--- src/rtl/spi_regburst_pkg.sv ---
package spi_regburst_pkg;
  localparam int unsigned WORD_W = 16;
  localparam int unsigned PAGE_W = 4;
  localparam int unsigned ADDR_W = 6;
  localparam int unsigned PAD_W  = WORD_W - 1 - PAGE_W - ADDR_W;

  typedef enum logic [2:0] {
    SQ_IDLE,
    SQ_GAP,
    SQ_SHIFT,
    SQ_TAIL,
    SQ_HOLD
  } seq_state_t;

  // direction flag on top, then page, address and zero padding
  function automatic logic [WORD_W-1:0] build_cmd(
    input logic              is_read,
    input logic [PAGE_W-1:0] page,
    input logic [ADDR_W-1:0] addr
  );
    return {is_read, page, addr, {PAD_W{1'b0}}};
  endfunction
endpackage

--- src/rtl/spi_halfper_timer.sv ---
module spi_halfper_timer #(
  parameter int unsigned DIV_W = 8
) (
  input  logic             clk,
  input  logic             rst_n,
  input  logic             run,
  input  logic [DIV_W-1:0] div,
  output logic             tick
);
  logic [DIV_W-1:0] cnt;
  logic [DIV_W-1:0] limit;

  assign limit = (div == '0) ? DIV_W'(1) : div;
  assign tick  = run && (cnt == limit - DIV_W'(1));

  always_ff @(posedge clk or negedge rst_n) begin
    if (!rst_n)           cnt <= '0;
    else if (!run || tick) cnt <= '0;
    else                  cnt <= cnt + DIV_W'(1);
  end


  cnt_in_range_chk: assert property (@(posedge clk) disable iff (!rst_n)
    run |-> (cnt < limit));
endmodule

--- src/rtl/spi_word_shifter.sv ---
module spi_word_shifter #(
  parameter int unsigned W = 16
) (
  input  logic         clk,
  input  logic         rst_n,
  input  logic         abort,
  input  logic         start,
  input  logic [W-1:0] tx_word,
  input  logic         tick,
  input  logic         miso,
  output logic         sclk,
  output logic         mosi,
  output logic         done,
  output logic         active,
  output logic [W-1:0] rx_word
);
  localparam int unsigned EDGES = 2 * W;
  localparam int unsigned EC_W  = $clog2(EDGES);

  logic [EC_W-1:0] edge_cnt;
  logic [W-1:0]    tx_sr;
  logic [W-1:0]    rx_sr;

  assign rx_word = rx_sr;

  always_ff @(posedge clk or negedge rst_n) begin
    if (!rst_n) begin
      sclk     <= 1'b0;
      mosi     <= 1'b0;
      done     <= 1'b0;
      active   <= 1'b0;
      edge_cnt <= '0;
      tx_sr    <= '0;
      rx_sr    <= '0;
    end else begin
      done <= 1'b0;
      if (abort) begin
        active <= 1'b0;
        sclk   <= 1'b0;
      end else if (start) begin
        active   <= 1'b1;
        tx_sr    <= tx_word;
        edge_cnt <= '0;
        sclk     <= 1'b0;
      end else if (active && tick) begin
        edge_cnt <= edge_cnt + EC_W'(1);
        if (!sclk) begin
          sclk  <= 1'b1;
          mosi  <= tx_sr[W-1];
          tx_sr <= {tx_sr[W-2:0], 1'b0};
        end else begin
          sclk  <= 1'b0;
          rx_sr <= {rx_sr[W-2:0], miso};
          if (edge_cnt == EC_W'(EDGES - 1)) begin
            active <= 1'b0;
            done   <= 1'b1;
          end
        end
      end
    end
  end


  mosi_launch_chk: assert property (@(posedge clk) disable iff (!rst_n)
    $changed(mosi) |-> $rose(sclk));

  sclk_in_word_chk: assert property (@(posedge clk) disable iff (!rst_n)
    $rose(sclk) |-> active);

  start_when_idle_chk: assert property (@(posedge clk) disable iff (!rst_n)
    start |-> !active);
endmodule

--- src/rtl/spi_txn_seq.sv ---
module spi_txn_seq
  import spi_regburst_pkg::*;
#(
  parameter int unsigned MAX_WORDS = 16,
  parameter int unsigned CNT_W     = $clog2(MAX_WORDS + 1)
) (
  input  logic              clk,
  input  logic              rst_n,
  input  logic              enable,
  input  logic              req_valid,
  output logic              req_ready,
  input  logic              req_write,
  input  logic [PAGE_W-1:0] req_page,
  input  logic [ADDR_W-1:0] req_addr,
  input  logic [CNT_W-1:0]  req_count,
  input  logic              wdata_valid,
  output logic              wdata_ready,
  input  logic [WORD_W-1:0] wdata,
  input  logic              res_free,
  input  logic              tick,
  input  logic              sh_done,
  output logic              timer_run,
  output logic              sh_start,
  output logic [WORD_W-1:0] sh_tx,
  output logic              res_load,
  output logic              cs_n,
  output logic              busy
);
  seq_state_t        state;
  logic              is_wr;
  logic              cmd_pend;
  logic              hold_second;
  logic [WORD_W-1:0] cmd_word;
  logic [CNT_W-1:0]  remaining;
  logic [CNT_W-1:0]  cnt_eff;
  logic              accept, go_cmd, go_rd, go_wr;

  assign cnt_eff = (req_count == '0)                ? CNT_W'(1) :
                   (req_count > CNT_W'(MAX_WORDS))  ? CNT_W'(MAX_WORDS) : req_count;

  assign req_ready   = enable && (state == SQ_IDLE);
  assign accept      = req_valid && req_ready;
  assign wdata_ready = enable && (state == SQ_GAP) && !cmd_pend && is_wr;
  assign go_cmd      = enable && (state == SQ_GAP) && cmd_pend;
  assign go_rd       = enable && (state == SQ_GAP) && !cmd_pend && !is_wr && res_free;
  assign go_wr       = wdata_valid && wdata_ready;
  assign sh_start    = go_cmd || go_rd || go_wr;
  assign sh_tx       = go_cmd ? cmd_word : (go_wr ? wdata : '0);
  assign res_load    = (state == SQ_SHIFT) && sh_done && !cmd_pend && !is_wr;
  assign timer_run   = (state == SQ_SHIFT) || (state == SQ_TAIL) || (state == SQ_HOLD);
  assign busy        = (state != SQ_IDLE) && (state != SQ_HOLD);

  always_ff @(posedge clk or negedge rst_n) begin
    if (!rst_n) begin
      state       <= SQ_IDLE;
      cs_n        <= 1'b1;
      is_wr       <= 1'b0;
      cmd_pend    <= 1'b0;
      hold_second <= 1'b0;
      cmd_word    <= '0;
      remaining   <= '0;
    end else if (!enable) begin
      state <= SQ_IDLE;
      cs_n  <= 1'b1;
    end else begin
      case (state)
        SQ_IDLE: if (accept) begin
          cs_n      <= 1'b0;
          is_wr     <= req_write;
          cmd_word  <= build_cmd(!req_write, req_page, req_addr);
          remaining <= cnt_eff;
          cmd_pend  <= 1'b1;
          state     <= SQ_GAP;
        end
        SQ_GAP: if (sh_start) state <= SQ_SHIFT;
        SQ_SHIFT: if (sh_done) begin
          if (cmd_pend) begin
            cmd_pend <= 1'b0;
            state    <= SQ_GAP;
          end else if (remaining == CNT_W'(1)) begin
            state <= SQ_TAIL;
          end else begin
            remaining <= remaining - CNT_W'(1);
            state     <= SQ_GAP;
          end
        end
        SQ_TAIL: if (tick) begin
          cs_n        <= 1'b1;
          hold_second <= 1'b0;
          state       <= SQ_HOLD;
        end
        SQ_HOLD: if (tick) begin
          if (hold_second) state <= SQ_IDLE;
          else             hold_second <= 1'b1;
        end
        default: state <= SQ_IDLE;
      endcase
    end
  end


  busy_excl_chk: assert property (@(posedge clk) disable iff (!rst_n)
    busy |-> !req_ready);

  cs_low_shift_chk: assert property (@(posedge clk) disable iff (!rst_n)
    (state == SQ_SHIFT) |-> !cs_n);

  cs_rest_chk: assert property (@(posedge clk) disable iff (!rst_n)
    $rose(cs_n) |=> !req_ready);
endmodule

--- src/rtl/spi_regburst_master.sv ---
module spi_regburst_master
  import spi_regburst_pkg::*;
#(
  parameter int unsigned DIV_W     = 8,
  parameter int unsigned DIV_RESET = 6,
  parameter int unsigned MAX_WORDS = 16,
  parameter int unsigned CNT_W     = $clog2(MAX_WORDS + 1)
) (
  input  logic              clk,
  input  logic              rst_n,
  input  logic              enable,
  input  logic              cfg_div_wr,
  input  logic [DIV_W-1:0]  cfg_div,
  input  logic              req_valid,
  output logic              req_ready,
  input  logic              req_write,
  input  logic [PAGE_W-1:0] req_page,
  input  logic [ADDR_W-1:0] req_addr,
  input  logic [CNT_W-1:0]  req_count,
  input  logic              wdata_valid,
  output logic              wdata_ready,
  input  logic [WORD_W-1:0] wdata,
  output logic              rd_valid,
  input  logic              rd_ready,
  output logic [WORD_W-1:0] rd_data,
  output logic              busy,
  output logic              sclk,
  output logic              mosi,
  input  logic              miso,
  output logic              cs_n
);
  logic [DIV_W-1:0]  div_q;
  logic              tick, timer_run;
  logic              sh_start, sh_done, sh_active;
  logic [WORD_W-1:0] sh_tx, sh_rx;
  logic              res_load;

  always_ff @(posedge clk or negedge rst_n) begin
    if (!rst_n)                     div_q <= DIV_W'(DIV_RESET);
    else if (cfg_div_wr && !enable) div_q <= cfg_div;
  end

  always_ff @(posedge clk or negedge rst_n) begin
    if (!rst_n) begin
      rd_valid <= 1'b0;
      rd_data  <= '0;
    end else if (res_load) begin
      rd_valid <= 1'b1;
      rd_data  <= sh_rx;
    end else if (rd_valid && rd_ready) begin
      rd_valid <= 1'b0;
    end
  end

  spi_halfper_timer #(.DIV_W(DIV_W)) u_timer (
    .clk(clk), .rst_n(rst_n), .run(timer_run), .div(div_q), .tick(tick)
  );

  spi_word_shifter #(.W(WORD_W)) u_shift (
    .clk(clk), .rst_n(rst_n), .abort(!enable), .start(sh_start),
    .tx_word(sh_tx), .tick(tick), .miso(miso), .sclk(sclk), .mosi(mosi),
    .done(sh_done), .active(sh_active), .rx_word(sh_rx)
  );

  spi_txn_seq #(.MAX_WORDS(MAX_WORDS), .CNT_W(CNT_W)) u_seq (
    .clk(clk), .rst_n(rst_n), .enable(enable),
    .req_valid(req_valid), .req_ready(req_ready), .req_write(req_write),
    .req_page(req_page), .req_addr(req_addr), .req_count(req_count),
    .wdata_valid(wdata_valid), .wdata_ready(wdata_ready), .wdata(wdata),
    .res_free(!rd_valid), .tick(tick), .sh_done(sh_done),
    .timer_run(timer_run), .sh_start(sh_start), .sh_tx(sh_tx),
    .res_load(res_load), .cs_n(cs_n), .busy(busy)
  );


  disable_idle_chk: assert property (@(posedge clk) disable iff (!rst_n)
    !enable |=> (cs_n && !sclk));

  cs_release_chk: assert property (@(posedge clk) disable iff (!rst_n)
    $rose(cs_n) |-> (!sclk && !sh_active));

  sclk_under_cs_chk: assert property (@(posedge clk) disable iff (!rst_n)
    $rose(sclk) |-> !cs_n);

  result_no_overwrite_chk: assert property (@(posedge clk) disable iff (!rst_n)
    res_load |-> !rd_valid);

  cfg_locked_chk: assert property (@(posedge clk) disable iff (!rst_n)
    (enable && $past(enable)) |-> $stable(div_q));
endmodule

--- config.mk ---
export PLATFORM = sky130hd
export DESIGN_NAME = spi_regburst_master
export DESIGN_NICKNAME = d
export VERILOG_FILES = /design/src/rtl/spi_regburst_pkg.sv /design/src/rtl/spi_halfper_timer.sv /design/src/rtl/spi_word_shifter.sv /design/src/rtl/spi_txn_seq.sv /design/src/rtl/spi_regburst_master.sv
export SDC_FILE = /design/constraint.sdc
export NUM_CORES = 1
export LEC_CHECK = 0
export BUFFER_PORTS_ARGS = -buffer_cell sky130_fd_sc_hd__buf_4
export CAP_MARGIN = 20
export CORE_UTILIZATION = 57
export DETAILED_ROUTE_END_ITERATION = 10
export PLACE_DENSITY_LB_ADDON = 0.05
export SLEW_MARGIN = 0
export SYNTH_ARGS = -nofsm -noshare
export SYNTH_HDL_FRONTEND = slang
export SYNTH_SLANG_ARGS = --single-unit
--- constraint.sdc ---
create_clock -name clk -period 3.4 [get_ports clk]
set_clock_uncertainty 0.1 [all_clocks]
set_input_delay 0.68 -clock clk [delete_from_list [all_inputs] [get_ports clk]]
set_output_delay 0.68 -clock clk [all_outputs]
set_load 0.02 [all_outputs]
After elaboration in Yosys (flattened, before gate mapping)
Index checks and enable logic that the tools add are counted.
{"block": "classes", "add_sub_neg": 4, "order_cmp": 1, "n_eq_ne": 25, "muxes": 51, "n_bitwise": 2, "reduce_logical": 47}
{"op": "2-to-1 mux 16 bit", "n": 5}
{"op": "2-to-1 mux 5 bit", "n": 8}
{"op": "2-to-1 mux 3 bit", "n": 8}
{"op": "2-to-1 mux 1 bit", "n": 22}
{"op": "logical AND 1 bit", "n": 17}
{"op": "2-to-1 mux 8 bit", "n": 2}
{"op": "AND reduction 4 bit", "n": 4}
{"op": "!= test 3 bit, second input constant", "n": 5}
{"op": "one-hot mux 3 bit (5 select lines)", "n": 1}
{"op": "!= test 2 bit, second input constant", "n": 6}
{"op": "!= test 3 x 1 -> 1 bit, second input constant", "n": 4}
{"op": "AND reduction 3 bit", "n": 4}
{"op": "AND reduction 6 bit", "n": 2}
{"op": "one-hot mux 5 bit (2 select lines)", "n": 1}
{"op": "adder 8 x 1 -> 8 bit, second input constant", "n": 1}
{"op": "equality test 8 bit", "n": 1}
{"op": "logical NOT 8 bit", "n": 1}
{"op": "nonzero test 2 bit", "n": 4}
{"op": "subtractor 8 x 1 -> 8 bit, second input constant", "n": 1}
{"op": "equality test 3 x 2 -> 1 bit, second input constant", "n": 2}
{"op": "logical NOT 1 bit", "n": 6}
{"op": "!= test 3 x 2 -> 1 bit, second input constant", "n": 2}
{"op": "one-hot mux 1 bit (2 select lines)", "n": 3}
{"op": "adder 5 x 1 -> 5 bit, second input constant", "n": 1}
{"op": "other kinds (14)", "n": 19}
{"block": "totals", "register_bits": 97, "output_inout_bits": 23}

Depth between registers and ports, before layout
{"block": "depth", "word_depth": 10, "ltp_mapped": 12, "depth_no_buf": 9}

Cells and area by module
A second synthesis with hierarchy kept.
{"block": "hier_totals", "cells_unflattened": 397, "hier_area_um2": 4936.0}
{"mod": "spi_word_shifter", "instances": 1, "cells_each": 131, "area_per_inst_um2": 1844.3}
{"mod": "spi_txn_seq", "instances": 1, "cells_each": 138, "area_per_inst_um2": 1416.4}
{"mod": "spi_regburst_master", "instances": 1, "cells_each": 56, "area_per_inst_um2": 1026.0}
{"mod": "spi_halfper_timer", "instances": 1, "cells_each": 72, "area_per_inst_um2": 649.4}

Worst setup path after synthesis
OpenSTA, ideal clock, no wires.
{"block": "synth_timing", "path_type": "reg2reg", "start": "register div_q[3]", "end": "register u_shift.tx_sr[1]", "t_arrival_ps": 2826, "required_time_ps": 3175, "path_slack_ps": 349, "stages_incl_launch_ff": 10, "n_path_buf": 0, "cell_sequence": "dfrtp_1 nor4_4 a21oi_2 ha_1 nor2b_1 or3_1 a31oi_2 o211ai_2 o41ai_4 mux2_2"}
{"block": "synth_between", "elab_chain_cells": 8}
{"element": "start: declaration", "line": "spi_regburst_master.sv:32", "rtl": "logic [DIV_W-1:0] div_q;"}
{"element": "start signal: assignment", "line": "spi_regburst_master.sv:39", "rtl": "if (!rst_n) div_q <= DIV_W'(DIV_RESET);"}
{"element": "start signal: assignment", "line": "spi_regburst_master.sv:40", "rtl": "else if (cfg_div_wr && !enable) div_q <= cfg_div;"}
{"element": "logical NOT 8 bit", "line": "spi_halfper_timer.sv:13", "rtl": "assign limit = (div == '0) ? DIV_W'(1) : div;"}
{"element": "2-to-1 mux 8 bit *", "line": "spi_halfper_timer.sv:13"}
{"element": "subtractor 8 x 1 -> 8 bit *", "line": "spi_halfper_timer.sv:14", "rtl": "assign tick = run && (cnt == limit - DIV_W'(1));"}
{"element": "equality test 8 bit *", "line": "spi_halfper_timer.sv:14"}
{"element": "logical AND 1 bit *", "line": "spi_halfper_timer.sv:14"}
{"element": "logical AND 1 bit *", "line": "spi_word_shifter.sv:45", "rtl": "end else if (active && tick) begin"}
{"element": "nonzero test 2 bit (no source line) *"}
{"element": "AND reduction 3 bit (no source line) *"}
{"element": "end signal: assignment", "line": "spi_word_shifter.sv:42", "rtl": "tx_sr <= tx_word;"}
{"element": "end signal: assignment", "line": "spi_word_shifter.sv:50", "rtl": "tx_sr <= {tx_sr[W-2:0], 1'b0};"}
{"element": "end: declaration", "line": "spi_word_shifter.sv:21", "rtl": "logic [W-1:0] tx_sr;"}
Every way passes the cells marked *; elsewhere a longest branch is shown, timed or not.
A chain may end at the register's enable or synchronous reset.

Worst setup path in the final report
Ends and elaborated chain as after synthesis.

==> results.cfg <==
[logic_synthesis]
post-synth-top-count-cell = dfrtp_1
syn_avg_cell_area_sq_um = 11.2
yosysWarnings = 0
dominantRegCellSynth = dfrtp_1
ys_types = 63
ys_top_cells_by_area = dfrtp_1, mux2_2, a211oi_1
ys_async_sr_fraction_pct = 100
synth_common_cells = dfrtp_1, mux2_2, nor2_1
synth_seq_area_share_pct = 49.4
synth_top_area_cell = dfrtp_1
syn_nets = 493
synthCells = 439
synth_seq_cells = 97
synth_area_sq_um = 4930
synth_edf_count = 0
yosysTopAreaCellShare_pct = 47.8

[sta]
maxSlewHeadroom_pct = 44.2
period_share_pct = 93.7
hold_viol_final = 0
setup_viol = 0
tightest_slew_ns = 0.829
slew_viol_final = 0
rsz0062_at_grt = no
layout_min_cycle_time_ns = 3.19
max_freq_mhz = 314
totalNegativeSetupSlack_ns = 0

[clocking]
cts_sinks = 97
postCtsHoldBufs = 0
clk_latency_ns = 0.36
cts_setup_buffers = 0
ctsResizeCount = 0
cts_buffers = 9
htreeDepth = 3
clock_path_buffers = 2
cts-root-buf = clkbuf_8
clk_pin_slew_ns = 0.10
cts_tree = built

[power_and_ir_drop]
p_leak_nw = 2.72
p_per_area_nw_per_um2 = 458
finalPower_mw = 2.64
peakVddDrop_v = 0.000276

[finish]
drive_gt1_share_pct = 33.0
finish.cell_count_without_fillers = 617
fin_util_pct = 69.5
area_growth_pct = 17.1
fin_nets = 561
antenna_cells = 0
fin_area_sq_um = 5770

[worst_setup_path]
critical_path_arrival_ns = 3.34
criticalPathCategory = reg2reg
crit_fanout = 7
worstSetupEndpointType = register
critPathLaunch = div_q[3]
critPathRequiredTime_ns = 3.55
rr_startpoint = div_q[3]
startpoint_type = register

[place]
portBuffers = 70
dp.final_hpwl_mm = 6.82
postPlaceCellArea_sq_um = 5550
numPlacedInstances = 601
gp_congestion = 0.812

[global_routing]
grt_max_degree = 98
antenna_found_initial = 0
grt_pass1_wl_mm = 15.9
gr-total-overflow = 0
grt_pass1_vias = 3372
track_usage_pct = 22.9

[drt]
wirelength_mm = 9.87
drtPass1Iterations = 4
drc = 0
drt-initial-drc-count = 120
vias = 3566
avgViaCountPerCell = 5.78
wl_per_cell_um = 16.0
ant_nets = 0

[floorplanning]
fp-row-count = 33
core-area_sq_um = 8300
die-area_sq_um = 9020
initial_utilization_pct = 59.4
die_x_um = 95.0
io_pins = 71
die_h_um = 95.0

[outcome]
status = completed

[run]
maxCapViolCount = 0

[worst_hold_path]
hold_class = in2async
==> critical path, stage by stage (launching register included) <==
cell and delay [ns]:
dfrtp_1 0.42, nor4_4 0.39, a21oi_2 0.13, ha_1 0.29, nor2b_1 0.15, or3_1 0.35
a31oi_2 0.22, o211ai_2 0.17, o41ai_4 0.47, mux2_2 0.38
==> state kept, by name (all words and copies together), names as in the netlist <==
register,cells
u_shift.done,1
rd_data,16
u_shift.mosi,1
u_shift.edge_cnt,5
u_seq.state,3
u_shift.sclk,1
u_shift.rx_word,16
u_seq.cs_n,1
u_timer.cnt,8
u_seq.cmd_word,11
u_seq.cmd_pend,1
div_q,8
u_shift.tx_sr,16
u_seq.hold_second,1
rd_valid,1
u_shift.active,1
u_seq.is_wr,1
u_seq.remaining,5
==> worst paths after layout <==
path | slack, ns | endpoint | depth (start not counted)
max | 0.21 | u_shift.tx_sr[1] | 9
min | 0.20 | u_seq.remaining[0] | 2
max reg2reg | 0.21 | u_shift.tx_sr[1] | 9
min reg2reg | 0.39 | u_seq.state[2] | 1
max in group asynchronous | 2.52 | u_timer.cnt[1] | 2
min in group clk | 0.39 | u_seq.state[2] | 1
==> kinds of logic after synthesis <==
family	Yosys count	share of synthesized area (%)
compound gates	100	14.5
xor+xnor	13	2.31
fa+ha+maj	6	1.52
buf+inv	32	3.10
flops	97	49.4
mux	56	13.5
simple gates	135	15.7
==> stage by stage <==
stage	setup slack, ns	hold WS, ns
after floorplan	0.349	0.284
after global placement	0.326	0.368
after detailed placement	0.254	0.375
after CTS	0.223	0.273
after global routing	0.0329	0.265
final	0.213	0.203
==> where the power goes <==
part	leakage, nW	internal [mW]	switching, mW
clock network	0.108	0.363	0.443
logic	1.35	0.229	0.224
registers	1.26	1.29	0.0989
==> per-layer routing <==
| metal | track usage [%] | share of wire (%) |
|---|---|---|
| met4 | 6.44 | 1.1 |
| met2 | 37.5 | 48 |
| met1 | 31.6 | 48 |
| met3 | 3.38 | 2.8 |
| met5 | 0 | 0 |
==> final cells by class <==
cell class	count	area (sq um)
sequential	97	2430
multi-input combinational	310	2340
tap	105	131
clock inverter	7	98.8
inverter	10	37.5
fill	634	2530
clock buffer	9	124
timing repair buffer	79	606
==> layout by cell type, fill, tap and decap left out, types with 3 or more instances in the layout <==
master    Yosys  final
dfrtp_1      94     94
buf_4         0     78
mux2_2       45     45
nor2_1       42     42
a211oi_1     22     22
nand2_1      20     20
a21oi_1      20     20
o21ai_0      18     18
a22o_1       14     14
inv_1        10     10
mux2_4       10     10
clkbuf_8      0      9
xnor2_1       8      8
nor3_1        8      8
nor2b_1       8      8
nand3_1       8      8
and3_1        7      7
ha_1          6      6
xor2_1        5      5
or3_1         5      5
nand4_1       4      4
and2_1        4      4
o31ai_1       4      4
or4_1         4      4
nand3b_1      3      3
and3b_1       3      3
o211ai_1      3      3
nand2b_1      3      3
dfstp_2       3      3
No activity file was read; power rests on OpenSTA's default activity.
